--- src/rtl/dual_seq_onehot_det.sv ---
module dual_seq_onehot_det (
  input  logic clk,
  input  logic rst,
  input  logic din,
  output logic hit
);

  localparam int NS     = 10;
  localparam int I_IDLE = 0;  // nothing useful seen
  localparam int I_A1   = 1;  // ..1
  localparam int I_A10  = 2;  // ..10
  localparam int I_A101 = 3;  // ..101
  localparam int I_A1011 = 4; // ..1011
  localparam int I_A10111 = 5; // ..10111
  localparam int I_B11  = 6;  // ..11
  localparam int I_B110 = 7;  // ..110
  localparam int I_B1101 = 8; // ..1101
  localparam int I_B11011 = 9; // ..11011
  localparam logic [NS-1:0] IDLE_VEC = NS'(1) << I_IDLE;

  logic [NS-1:0] state;
  logic [NS-1:0] nxt;

  wire zero = ~din;
  wire one  = din;

  assign nxt[I_IDLE]   = zero & (state[I_IDLE] | state[I_A10] | state[I_B110]);
  assign nxt[I_A1]     = one  & state[I_IDLE];
  assign nxt[I_A10]    = zero & (state[I_A1] | state[I_A101] | state[I_B1101]);
  assign nxt[I_A101]   = one  & state[I_A10];
  assign nxt[I_A1011]  = one  & state[I_A101];
  assign nxt[I_A10111] = one  & (state[I_A1011] | state[I_B11011]);
  assign nxt[I_B11]    = one  & (state[I_A1] | state[I_A10111] | state[I_B11]);
  assign nxt[I_B110]   = zero & (state[I_B11] | state[I_A1011] | state[I_A10111] | state[I_B11011]);
  assign nxt[I_B1101]  = one  & state[I_B110];
  assign nxt[I_B11011] = one  & state[I_B1101];

  always_ff @(posedge clk) begin
    if (rst) state <= IDLE_VEC;
    else     state <= nxt;
  end

  assign hit = state[I_A101] | state[I_B1101] | state[I_A10111] | state[I_B11011];

endmodule


--- config.mk ---
export PLATFORM = sky130hd
export DESIGN_NAME = dual_seq_onehot_det
export DESIGN_NICKNAME = d
export VERILOG_FILES = /design/src/rtl/dual_seq_onehot_det.sv
export SDC_FILE = /design/constraint.sdc
export NUM_CORES = 1
export LEC_CHECK = 0
export BUFFER_PORTS_ARGS = -buffer_cell sky130_fd_sc_hd__buf_2
export CAP_MARGIN = 20
export CORE_AREA = 2 2 39 41
export CTS_BUF_LIST = sky130_fd_sc_hd__clkbuf_4 sky130_fd_sc_hd__clkbuf_8
export DETAILED_ROUTE_END_ITERATION = 6
export DIE_AREA = 0 0 41 43
export GPL_TIMING_DRIVEN = 1
export MAX_ROUTING_LAYER = met4
export PLACE_DENSITY = 0.46
export SETUP_SLACK_MARGIN = 0.02
export SKIP_LAST_GASP = 1
export SYNTH_ARGS = -nofsm -noshare
export SYNTH_HDL_FRONTEND = slang
export SYNTH_SLANG_ARGS = --single-unit
export TNS_END_PERCENT = 10
--- constraint.sdc ---
create_clock -name clk -period 1 [get_ports clk]
set_input_delay 0.2 -clock clk [delete_from_list [all_inputs] [get_ports clk]]
set_output_delay 0.2 -clock clk [all_outputs]
set_load 0.03 [all_outputs]
==> results.ini, run 1 <==
[run_status]
outcome=finished, violations left
violations=setup timing

[power_and_ir_drop]
p_total_mw=0.6881
irDropWorstVdd_mv=0.4063
leakage_nw=0.1667
p_per_area_nw_per_um2=1740

[setup_path]
arrival_ps=1240
cp.required_ps=800
crit_type=reg2out
critPathLaunchType=register
endpoint_kind=output port
crit_chain=or4_4, buf_6
cpMaxStageDelayCell=or4_4
crit_fanout=2
max_stage_delay_ps=520

[detailed_routing]
routed_wl_um=467
dr.pass1.iters=1
viasPerCell=4.078
route.detailed.drc=0
drtAntennaViolNets=0
drt_iter0_drc=0
avgRoutedWirePerCell_um=9.157
vias=208

[floorplanning]
die_w_um=41
core_um2=1384
start_util_pct=21.34
die_y_um=43
rows=14
dieArea_um2=1763
ios=4

[timing]
min_period_over_period_pct=144.0
hold_viol=0
drv_slew=0
tns_ps=-439.8
worstMarginPinSlew_ps=305.0
min_period_ps=1440
slew_headroom_pct=79.48
clock_skew_ps=0.6284
rsz0062_at_grt=true
worst_slack_ps=-439.8
fmax_mhz=694.6
setup_viol=1

[synthesis]
ys_seq_elements=10
syn_area_um2=295.3
synth_nets=28
seq_area_frac_synth_pct=67.80
synthMuxAreaShare_pct=0
synth.avg_cell_area_um2=11.81
yosys.area_share.xor_xnor_pct=0
synth_fa_ha_area_share_pct=0
synthSimpleGateAreaFrac_pct=26.69
synth_cells=25
synth_compound_area_share_pct=5.508
ys.warnings.count=0
synth.distinct_cells=9
synth_top_family_by_area=simple AND/OR/NAND/NOR gates

[global_route]
grt_max_degree=9
gr-total-overflow=0
grtUsageTotal_pct=8.997
grt_pass1_wl_um=938
antenna_found_initial=0
grt_pass1_vias=240

[finish]
antenna_cells=0
final_layout_size_suffix_gt1_share_pct=40.00
fin_cells=51
largest_reg_flops=10
fillers=155
area_growth_pct=33.90
largest-register=state
final_common_cell=dfxtp_1
fin_area_um2=395.4
final_cell_mix=8 x dfxtp_1, 5 x and2_1, 4 x buf_4, 3 x nor3_1, 3 x clkbuf_4
reg_top3=state (10)
nets=40

[placement]
pre_cts_ws_ps=-192.5
placedCellCount=48
place_area_um2=364.1
gp_congestion=0.5753
numPortBuffers=3
dpl.hpwl_um=398.1

[cts]
holdBufCountCts=0
cts_made_buffers=3
cts_max_path_buffers=2
clk_pin_slew_ps=50
clock-sinks=10
clockRootBuffer=clkbuf_4
ctsHtreeMaxLevel=1
clock_latency_ps=250
cts_tree=built

[run]
maxCapViolations=0

[hold_path]
hp-class=in2reg

-- repair_timing --
action	in CTS	in global routing
gates cloned	0	0
setup endpoints to repair	2	2
buffers inserted	0	0
resized for setup	2	2
-- cell usage after synthesis --
cell type,number,area [um2]
o21a_1,1,7.510
nor2b_2,1,8.760
nor4_1,2,12.51
or4_1,1,7.510
o31a_1,1,8.760
dfxtp_1,10,200.2
and2_1,5,31.28
nor3_1,3,15.01
nor2_1,1,3.750
-- cells by family after synthesis --
logic type / after synthesis
AOI/OAI and AO/OA: 2
and+or+nand+nor: 13
DFF: 10
-- power breakdown --
part           leakage (nW)  internal [mW]  switching, mW
Clock                0.0138          0.138          0.112
Combinational        0.0706         0.0128         0.0130
Sequential           0.0823          0.408        0.00410
Total                 0.167          0.559          0.130
-- area by class of cell --
type	instances	area, um2	area share (%)
clock buffers	3	22.52	5.696
flip-flops and latches	10	202.7	51.27
repair buffers	7	51.30	12.97
well taps	16	20.02	5.063
multi-input cells	15	98.84	25.00
-- worst paths after layout --
| kind | to | start | cells past startpoint | slack [ps] |
|---|---|---|---|---|
| setup / recovery | hit | state[3]$_SDFF_PP0_ | 2 | -440 |
| setup reg to reg | state[7]$_SDFF_PP0_ | state[9]$_SDFF_PP0_ | 3 | 40 |
| hold reg to reg | state[1]$_SDFF_PP0_ | state[0]$_SDFF_PP1_ | 1 | 450 |
| hold / removal | state[2]$_SDFF_PP0_ | din | 2 | 140 |
-- layer usage --
metal / up-vias / track usage, % / routed length, um
li1: 108 / - / -
met1: 96 / 8.497 / 182
met2: 4 / 12.50 / 258
met3: 0 / 3.141 / 27
met4: 0 / 10.00 / 0
met5: - / - / 0
-- critical path, delay by kind of cell (launching register included) --
| family | cells | cell delay (ps) |
|---|---|---|
| DFF | 1 | 310 |
| and+or+nand+nor | 1 | 520 |
| buffers and inverters | 1 | 150 |
-- metrics by stage --
stage | hold slack (ps) | utilization, %
after CTS | 132.8 | 28.39
after global placement | 392.0 | 26.31
after detailed placement | 406.1 | 26.31
after global routing | 132.6 | 28.57
after floorplan | 276.8 | -
final | 139.8 | 28.57
Note: power is estimated with default switching activity, not from simulation.
==> run 2, diff against run 1 <==
Settings changed: ABC_CLOCK_PERIOD_IN_PS set to 1000, CTS_BUF_LIST sky130_fd_sc_hd__clkbuf_4 sky130_fd_sc_hd__clkbuf_8 to sky130_fd_sc_hd__clkbuf_16, GPL_TIMING_DRIVEN 1 to unset.
==> run 2 against run 1 <==
Net effect: the flow still finishes with violations (setup timing); utilization up 3.8 points; clock-buffer cell count unchanged; clock skew up 0.78 ps; first-iteration DRC count unchanged; fmax up 1.9%; sequential share of layout area down 6.0 points; global-route usage up 0.42 points; register-to-register slack about the same; die area unchanged; wire length up 3.6%; flip-flop and latch count unchanged.
==> results.ini, run 2 (same netlist as run 1, synthesis figures left out) <==
[timing]
setup_viol=1  ; unchanged
slew_headroom_pct=79.62  ; +0.14 points
min_period_ps=1412  ; -27.41 ps
fmax_mhz=708.0  ; +1.9%
rsz0062_at_grt=true
whs_ps=165.8  ; +26.01 ps
hold_viol=0  ; unchanged
drv_slew=0  ; unchanged
min_period_over_period_pct=141.2  ; -2.7 points
worst_slack_ps=-412.3  ; +27.41 ps
clock_skew_ps=1.406  ; +0.7774 ps
worstMarginPinSlew_ps=303.0  ; -2.053 ps

[detailed_routing]
route.detailed.drc=0  ; unchanged
dr.pass1.iters=1  ; unchanged
drt_iter0_drc=0  ; unchanged
avgRoutedWirePerCell_um=9.490  ; +3.6%
viasPerCell=4.235  ; +3.8%
routed_wl_um=484  ; +3.6%
drtAntennaViolNets=0  ; unchanged
vias=216  ; +3.8%

[floorplanning]
rows=14  ; unchanged
dieArea_um2=1763  ; unchanged
ios=4  ; unchanged
die_w_um=41  ; unchanged
start_util_pct=21.34  ; unchanged
die_y_um=43  ; unchanged
core_um2=1384  ; unchanged

[run_status]
outcome=finished, violations left
violations=setup timing

[setup_path]
endpoint_kind=output port
critPathLaunchType=register
crit_type=reg2out
r2r_end=state[7]$_SDFF_PP0_
crit_fanout=2  ; unchanged
worstReg2RegStart=state[9]$_SDFF_PP0_
rrSetupSlack_ps=40  ; about the same
arrival_ps=1210  ; -30 ps
cp.required_ps=800  ; about the same
ff2ff_path_depth=3  ; unchanged

[global_route]
antenna_found_initial=0  ; unchanged
grt_max_degree=9  ; unchanged
grtUsageTotal_pct=9.420  ; +0.42 points
grt_pass1_wl_um=972  ; +3.6%
gr-total-overflow=0  ; unchanged
grt_pass1_vias=245  ; +2.1%

[placement]
dpl.hpwl_um=398.1  ; unchanged
numPortBuffers=3  ; unchanged
gp_congestion=0.5753  ; unchanged
place_area_um2=364.1  ; unchanged

[finish]
nets=40  ; unchanged
fin_area_um2=447.9  ; +13%
area_growth_pct=51.70
antenna_cells=0  ; unchanged
reg_top3=state (10)
largest-register=state
final_layout_size_suffix_gt1_share_pct=40.00  ; unchanged
largest_reg_flops=10  ; unchanged
final_cell_mix=8 x dfxtp_1, 5 x and2_1, 4 x buf_4, 3 x nor3_1, 3 x clkbuf_16
final_common_cell=dfxtp_1

[hold_path]
hp-class=in2reg
min_from=din
holdPathEnd=state[2]$_SDFF_PP0_
whs_path_depth=2  ; unchanged

[power_and_ir_drop]
irDropWorstVdd_mv=0.7955  ; +96%
p_per_area_nw_per_um2=2482  ; +43%
power_frac_clock_pct=60.3  ; +24 points
p_switching_mw=0.1728  ; +33%
switching_share_pct=15.54  ; -3.3 points
p_total_mw=1.112  ; +62%
seqPwrFrac_pct=37.3  ; -23 points
leakage_nw=0.1898  ; +14%
intPower_mw=0.9390  ; +68%
combPwrFrac_pct=2.3  ; -1.4 points

[cts]
clock-sinks=10  ; unchanged
clk_pin_slew_ps=40  ; about the same
ctsHtreeMaxLevel=1  ; unchanged
clock_latency_ps=230  ; -20 ps
cts_tree=built
holdBufCountCts=0  ; unchanged
cts_made_buffers=3  ; unchanged
cts_max_path_buffers=2  ; unchanged
clockRootBuffer=clkbuf_16

[run]
maxCapViolations=0  ; unchanged

## run 2: cell types whose count changed in the layout (fill, tap and decap cells not counted)
cell | previous run | this run
clkbuf_4 | 3 | 0
clkbuf_16 | 0 | 3
## run 2: cell type report
| cell class | instances | area, um2 |
|---|---|---|
| clock buffer | 3 | 75.07 |
| fill | 149 | 935.9 |
| multi-input combinational | 15 | 98.84 |
| sequential | 10 | 202.7 |
| tap | 16 | 20.02 |
| timing repair buffer | 7 | 51.30 |
## run 2: worst max path at each step
stage / endpoint / depth (start not counted) / from
6_report: hit / 2 / state[8]$_SDFF_PP0_
5_1_grt: hit / 2 / state[8]$_SDFF_PP0_
4_1_cts: hit / 2 / state[3]$_SDFF_PP0_
3_5_place_dp: hit / 2 / state[3]$_SDFF_PP0_
3_3_place_gp: hit / 2 / state[3]$_SDFF_PP0_
2_1_floorplan: hit / 1 / state[3]$_SDFF_PP0_
## run 2: per-stage QoR
stage | setup TNS, ps | setup slack, ps | std cells | utilization, %
final | -412.3 | -412.3 | 51 | 32.37
after global routing | -467.9 | -436.4 | 51 | 32.37
after CTS | -415.5 | -415.5 | 51 | 32.19
after detailed placement | -192.5 | -192.5 | 48 | 26.31
after global placement | -182.7 | -182.7 | 48 | 26.31
after floorplan | -84.63 | -84.63 | 25 | -
## run 2: critical path, cell delays in order (launching register included)
cell and delay (ps):
dfxtp_2 310, or4_4 520, buf_6 150
## run 2: power by group through the flow
stage	combinational [mW]	sequential, mW	clock, mW
final	0.0259	0.415	0.671
after CTS	0.0267	0.415	0.686
after global placement	0.0249	0.421	0
after detailed placement	0.0258	0.421	0
after global routing	0.0293	0.416	0.723
after floorplan	0.0148	0.420	0
## run 2: metal layers
metal | track usage, % | part of all wire [%] | vias to the layer above
met5 | - | 0 | -
met4 | 8.000 | 4.3 | 0
met3 | 6.283 | 8.3 | 3
met2 | 13.13 | 51 | 7
met1 | 8.197 | 37 | 97
li1 | - | - | 109
## run 2: what timing repair did
item / CTS / global route
pin swaps: 0 / 1
cloned: 0 / 0
resized for setup: 2 / 2
setup endpoints to repair: 2 / 2
setup buffers: 0 / 0
